<file path="src/rtl/stack_seq_pkg.sv">
package stack_seq_pkg;

    typedef enum logic [2:0] {
        ST_IDLE,
        ST_WR,
        ST_RD0,
        ST_RD1,
        ST_RD2,
        ST_FIN
    } seq_state_e;

    typedef enum logic [1:0] {
        OP_PUSH,
        OP_CALL,
        OP_RETI,
        OP_BAD
    } seq_op_e;

    localparam int SEL_W = 3;
    localparam logic [SEL_W-1:0] SEL_PUSH = 3'd4;
    localparam logic [SEL_W-1:0] SEL_CALL = 3'd5;
    localparam logic [SEL_W-1:0] SEL_RETI = 3'd6;

    function automatic seq_op_e decode_sel(input logic [SEL_W-1:0] s);
        seq_op_e r;
        case (s)
            SEL_PUSH: r = OP_PUSH;
            SEL_CALL: r = OP_CALL;
            SEL_RETI: r = OP_RETI;
            default:  r = OP_BAD;
        endcase
        return r;
    endfunction

endpackage

</file>
<file path="src/rtl/stack_seq_agen.sv">
module stack_seq_agen
    import stack_seq_pkg::*;
#(
    parameter int W = 16
) (
    input  seq_state_e     state_i,
    input  logic [W-1:0]   sp_i,
    output logic [W-1:0]   addr_o,
    output logic [W-1:0]   sp_dec_o,
    output logic [W-1:0]   sp_inc4_o,
    output logic           we_o,
    output logic           re_o
);

    localparam logic [W-1:0] STEP       = W'(2);
    localparam logic [W-1:0] ALIGN_MASK = ~W'(1);

    logic [W-1:0] raw_addr;

    always_comb begin
        sp_dec_o  = sp_i - STEP;
        sp_inc4_o = sp_i + STEP + STEP;
        raw_addr  = '0;
        we_o      = 1'b0;
        re_o      = 1'b0;
        case (state_i)
            ST_WR: begin
                raw_addr = sp_dec_o;
                we_o     = 1'b1;
            end
            ST_RD0: begin
                raw_addr = sp_i;
                re_o     = 1'b1;
            end
            ST_RD1: begin
                raw_addr = sp_i + STEP;
                re_o     = 1'b1;
            end
            default: begin
                raw_addr = '0;
            end
        endcase
        addr_o = raw_addr & ALIGN_MASK;
    end

endmodule

</file>
<file path="src/rtl/stack_seq_fsm.sv">
module stack_seq_fsm
    import stack_seq_pkg::*;
(
    input  logic              clk,
    input  logic              rst_n,
    input  logic              start_i,
    input  logic [SEL_W-1:0]  sel_i,
    output seq_state_e        state_o,
    output seq_op_e           op_o,
    output logic              busy_o,
    output logic              done_o
);

    typedef struct packed {
        seq_state_e st;
        seq_op_e    op;
    } fsm_t;

    fsm_t fsm_d, fsm_q;

    always_comb begin
        fsm_d = fsm_q;
        case (fsm_q.st)
            ST_IDLE: begin
                if (start_i) begin
                    fsm_d.op = decode_sel(sel_i);
                    case (fsm_d.op)
                        OP_PUSH, OP_CALL: fsm_d.st = ST_WR;
                        OP_RETI:          fsm_d.st = ST_RD0;
                        default:          fsm_d.st = ST_FIN;
                    endcase
                end
            end
            ST_WR:   fsm_d.st = ST_FIN;
            ST_RD0:  fsm_d.st = ST_RD1;
            ST_RD1:  fsm_d.st = ST_RD2;
            ST_RD2:  fsm_d.st = ST_FIN;
            default: fsm_d.st = ST_IDLE;
        endcase
    end

    always_ff @(posedge clk or negedge rst_n) begin
        if (!rst_n) begin
            fsm_q.st <= ST_IDLE;
            fsm_q.op <= OP_PUSH;
        end else begin
            fsm_q <= fsm_d;
        end
    end

    assign state_o = fsm_q.st;
    assign op_o    = fsm_q.op;
    assign busy_o  = (fsm_q.st != ST_IDLE);
    assign done_o  = (fsm_q.st == ST_FIN);

    // done lasts exactly one cycle
    assert_done_pulse_R5: assert property (@(posedge clk) disable iff (!rst_n)
        done_o |=> !done_o);

    // a busy sequencer never restarts from idle on its own
    assert_busy_until_done_R7: assert property (@(posedge clk) disable iff (!rst_n)
        (busy_o && !done_o) |=> busy_o);

endmodule

</file>
<file path="src/rtl/stack_seq.sv">
module stack_seq
    import stack_seq_pkg::*;
#(
    parameter int          W        = 16,
    parameter logic [15:0] SP_RESET = 16'h0200
) (
    input  logic              clk,
    input  logic              rst_n,
    input  logic              start,
    input  logic [SEL_W-1:0]  sel,
    input  logic [W-1:0]      operand,
    output logic              busy,
    output logic              done,
    output logic              illegal,
    output logic [W-1:0]      sp_out,
    output logic [W-1:0]      pc_out,
    output logic [W-1:0]      sr_out,
    output logic [W-1:0]      mem_addr,
    output logic [W-1:0]      mem_wdata,
    output logic              mem_we,
    output logic              mem_re,
    input  logic [W-1:0]      mem_rdata
);

    typedef struct packed {
        logic [W-1:0] sp;
        logic [W-1:0] pc;
        logic [W-1:0] sr;
        logic [W-1:0] opnd;
        logic [W-1:0] sr_hold;
        logic         bad;
    } arch_t;

    arch_t      arch_d, arch_q;
    seq_state_e state;
    seq_op_e    op;
    logic [W-1:0] sp_dec, sp_inc4;

    stack_seq_fsm u_fsm (
        .clk     (clk),
        .rst_n   (rst_n),
        .start_i (start),
        .sel_i   (sel),
        .state_o (state),
        .op_o    (op),
        .busy_o  (busy),
        .done_o  (done)
    );

    stack_seq_agen #(.W(W)) u_agen (
        .state_i   (state),
        .sp_i      (arch_q.sp),
        .addr_o    (mem_addr),
        .sp_dec_o  (sp_dec),
        .sp_inc4_o (sp_inc4),
        .we_o      (mem_we),
        .re_o      (mem_re)
    );

    always_comb begin
        arch_d = arch_q;
        if (start && !busy) begin
            arch_d.opnd = operand;
            arch_d.bad  = (decode_sel(sel) == OP_BAD);
        end
        case (state)
            ST_WR: begin
                arch_d.sp = sp_dec;
                if (op == OP_CALL) begin
                    arch_d.pc = arch_q.opnd;
                end
            end
            ST_RD1: begin
                arch_d.sr_hold = mem_rdata;
            end
            ST_RD2: begin
                arch_d.sr = arch_q.sr_hold;
                arch_d.pc = mem_rdata;
                arch_d.sp = sp_inc4;
            end
            default: begin
                arch_d.sp = arch_q.sp;
            end
        endcase
    end

    always_ff @(posedge clk or negedge rst_n) begin
        if (!rst_n) begin
            arch_q.sp      <= W'(SP_RESET);
            arch_q.pc      <= '0;
            arch_q.sr      <= '0;
            arch_q.opnd    <= '0;
            arch_q.sr_hold <= '0;
            arch_q.bad     <= 1'b0;
        end else begin
            arch_q <= arch_d;
        end
    end

    assign sp_out    = arch_q.sp;
    assign pc_out    = arch_q.pc;
    assign sr_out    = arch_q.sr;
    assign illegal   = done && arch_q.bad;
    assign mem_wdata = !mem_we ? '0 : ((op == OP_CALL) ? arch_q.pc : arch_q.opnd);

    // each write step leaves SP two lower
    assert_write_moves_sp_R2: assert property (@(posedge clk) disable iff (!rst_n)
        mem_we |=> (sp_out == $past(sp_out) - W'(2)));

    // a call jumps to the operand it was started with
    assert_call_target_R3: assert property (@(posedge clk) disable iff (!rst_n)
        (mem_we && op == OP_CALL) |=> (pc_out == $past(arch_q.opnd)));

    // the second pop read is followed by SP rising by four
    assert_pop_sp_R4: assert property (@(posedge clk) disable iff (!rst_n)
        (state == ST_RD2) |=> (sp_out == $past(sp_out) + W'(4)));

    // architectural state moves only with done
    assert_commit_with_done_R6: assert property (@(posedge clk) disable iff (!rst_n)
        !$stable({sp_out, pc_out, sr_out}) |-> done);

    // an illegal selector finishes without any memory access
    assert_bad_no_access_R1: assert property (@(posedge clk) disable iff (!rst_n)
        illegal |-> (!$past(mem_we) && !$past(mem_re) && !mem_we && !mem_re));

    // the port never reads and writes together
    assert_port_exclusive_R8: assert property (@(posedge clk) disable iff (!rst_n)
        !(mem_we && mem_re));

endmodule

</file>
<file path="config.mk">
export PLATFORM = sky130hd
export DESIGN_NAME = stack_seq
export DESIGN_NICKNAME = d
export VERILOG_FILES = /design/src/rtl/stack_seq_pkg.sv /design/src/rtl/stack_seq_agen.sv /design/src/rtl/stack_seq_fsm.sv /design/src/rtl/stack_seq.sv
export SDC_FILE = /design/constraint.sdc
export NUM_CORES = 1
export LEC_CHECK = 0
export BUFFER_PORTS_ARGS = -buffer_cell sky130_fd_sc_hd__buf_4
export CAP_MARGIN = 10
export CORE_MARGIN = 1
export CORE_UTILIZATION = 50
export DETAILED_ROUTE_END_ITERATION = 7
export GPL_TIMING_DRIVEN = 0
export PLACE_DENSITY_LB_ADDON = 0.12
export SYNTH_ARGS = -nofsm -noshare
export SYNTH_HDL_FRONTEND = slang
export SYNTH_SLANG_ARGS = --single-unit
export TNS_END_PERCENT = 20
</file>
<file path="constraint.sdc">
create_clock -name clk -period 3 [get_ports clk]
set_input_delay 0.45 -clock clk [delete_from_list [all_inputs] [get_ports clk]]
set_output_delay 0.45 -clock clk [all_outputs]
set_load 0.02 [all_outputs]
</file>
==> results.ini <==
[cts]
cts-htree-levels = 3
cts.path.max_buffers = 2
numCtsBuffers = 9
cts-root-buf = clkbuf_8
cts.sinks = 85
cts-hold-fix-buffers = 0
clock_latency_ps = 360
cts_tree = built
clk_pin_slew_ps = 90

[timing]
period_needed_ps = 2970
timing.final.crit_share_pct = 99.1
clock.fmax_ghz = 0.337
rsz0062_at_grt = yes
finalHoldViolCount = 0
clock_skew_ps = 9.51
slew-limit-headroom_pct = 28.8
slew_viol_final = 0
setup_viol = 0
worst_slew_pin_slew_ps = 1070
tns_ps = 0

[logic_synthesis]
ys_ff_latch = 85
ys_seq_area_share_pct = 38.7
synth_top_area_cell = dfrtp_1
yosys-top-cells-area = dfrtp_1 (38%), nand2_1 (8.5%), buf_4 (7.1%)
yosysWarnings = 0
synth-edff-count = 0
syn_avg_cell_area_um2 = 8.67
async_reset_ff_share_pct = 100
syn-instance-count = 634
synthesis.area_um2 = 5500
yosysTopAreaCellShare_pct = 38.2
synth.distinct_cells = 65
ys.flop_type = dfrtp_1

[routing]
vias_per_cell = 5.61
postRouteAntennaNets = 0
drt_iter0_drc = 385
wl_um = 15900
wl_per_cell_um = 17.3
vias = 5131
drc = 0
dr.pass1.iters = 7

[final_layout]
finalInstanceArea_um2 = 6960
syn2layout_area_growth_pct = 26.6
final_nets = 814
nFillCells = 925
drive_gt1_share_pct = 34.8
diodes = 0

[run]
maxCapViolCount = 0

[floorplanning]
initial_utilization_pct = 52.3
core_um2 = 10500
fp.dieH_um = 107
row_count = 37
dieArea_um2 = 11400
io_pins = 123
die_w_um = 107

[outcome]
status = finished clean

[hold_path]
hold_class = in -> async

[setup_path]
critPathKind = reg -> out
start_kind = flip-flop
rrSetupSlack_ps = 420
cp-end-kind = primary output
cp_data_required_time_ps = 2550
cp.arrival_ps = 2520
cp_max_fo = 10

[global_route]
grt.busiest_layer = met2
grt_pass1_vias = 4928
grt_overflow = 0
grt.met2_usage_pct = 45.5
grtUsageMet1_pct = 40.1
grt_pass1_wl_um = 25500
met3_usage_pct = 5.41
antenna_found_initial = 0
track_usage_pct = 28.9
grt_max_degree = 86

[power]
power_density_nw_per_um2 = 1160
peakVddDrop_uv = 561
p_leak_uw = 0.00318

[placed_design]
post-dp-hpwl_um = 11400
placed_area_um2 = 6570
portBuffers = 120
gp_congestion = 0.933

final timing paths:
kind | startpoint | end | cells after the start
hold reg to reg | arch_q[1]$_DFFE_PN0P_ | sr_out[0]$_DFFE_PN0P_ | 2
min in group clk | sel[2] | u_fsm.op_o[1]$_DFFE_PN0P_ | 2
hold / removal | rst_n | sp_out[7]$_DFFE_PN0P_ | 1
setup reg to reg | sp_out[2]$_DFFE_PN0P_ | sp_out[14]$_DFFE_PN0P_ | 8
max in group asynchronous | rst_n | sp_out[2]$_DFFE_PN0P_ | 1
setup / recovery | sp_out[7]$_DFFE_PN0P_ | mem_addr[14] | 8
area by class of cell:
| cell class | count | area, µm² | area share, % |
|---|---|---|---|
| buffer | 97 | 597 | 8.57 |
| timing repair buffer | 129 | 972 | 14.0 |
| sequential | 85 | 2130 | 30.6 |
| tap | 136 | 170 | 2.44 |
| inverter | 12 | 57.6 | 0.827 |
| clock inverter | 5 | 66.3 | 0.952 |
| multi-input combinational | 439 | 2830 | 40.6 |
| clock buffer | 11 | 141 | 2.03 |
placed cells by master, fill, tap and decap left out, types with 3 or more instances in the layout:
cell and n:
a21oi_1 39, a221oi_1 3, a221oi_2 3, a31oi_1 7
a32oi_1 5, and2_1 3, and3_1 4, and4_1 4
buf_2 10, buf_4 179, buf_6 3, clkbuf_1 30
clkbuf_8 10, dfrtp_1 83, inv_1 9, mux2_2 32
mux2i_1 21, nand2_1 123, nand2b_1 6, nand3_1 16
nand3b_1 4, nand4_1 6, nor2_1 24, nor2b_1 5
nor3_1 9, o211ai_1 3, o21ai_0 35, o22ai_1 3
xnor2_1 16, xor2_1 10
worst max-delay path, stage by stage, from the launching register on:
cell	delay, ps
dfrtp_1	430
clkbuf_1	290
nor3_4	320
and4_1	340
nand2_1	130
xor2_1	150
o21ai_0	90
a32o_1	240
buf_4	160
power by group:
group / switching, µW / internal [µW] / leakage (µW) / total [µW]
clock: 447 / 419 / 0.000102 / 866
combinational: 2920 / 2170 / 0.00205 / 5090
sequential: 414 / 1710 / 0.00103 / 2130
total: 3780 / 4300 / 0.00318 / 8080
metrics by stage:
stage / hold slack, ps / cells / util [%] / setup WS (ps) / power (µW)
after floorplan: 154 / 635 / - / 446 / 5380
after global placement: 449 / 891 / 62.6 / 49.8 / 6870
after detailed placement: 451 / 891 / 62.6 / -29.9 / 6970
after CTS: 271 / 906 / 65.1 / -47.3 / 7920
after global routing: 277 / 914 / 66.3 / -92.6 / 8630
final: 252 / 914 / 66.3 / 28.4 / 8080
routing by layer:
layer	wire length (µm)	part of all wire [%]
met1	6990	44
met2	7430	47
met3	1110	7.0
met4	324	2.0
met5	0	0
what timing repair did:
item                                    4_1_cts  5_1_grt
endpoints found under the setup margin       18       14
pin swaps                                     2        5
setup buffers                                 1        8
gates resized for setup                      16       23
Yosys cell counts (all sizes together), types with 12 or more instances:
library cell	number
a21oi	40
buf	66
clkbuf	33
dfrtp	84
inv	12
mux2	32
mux2i	21
nand2	125
nand3	17
nor2	26
nor3	12
o21ai	37
xnor2	16
logic make-up (layout without fill, tap and decap cells):
kind of cell,Yosys count,in the layout,synth area share (%)
simple gates,233,233,20.7
compound gates,122,122,13.9
buf+inv,111,254,11.5
flops,85,85,38.7
mux,53,53,10.4
xor+xnor,26,26,4.14
fa+ha+maj,3,3,0.683
other cells,1,2,0.0682
sequential cells by signal, indices dropped and copies added (netlist names):
register       count
pc_out            16
u_fsm.state_o      3
arch_q            33
sp_out            15
u_fsm.op_o         2
sr_out            16
Note: power is estimated with default switching activity, not from simulation.
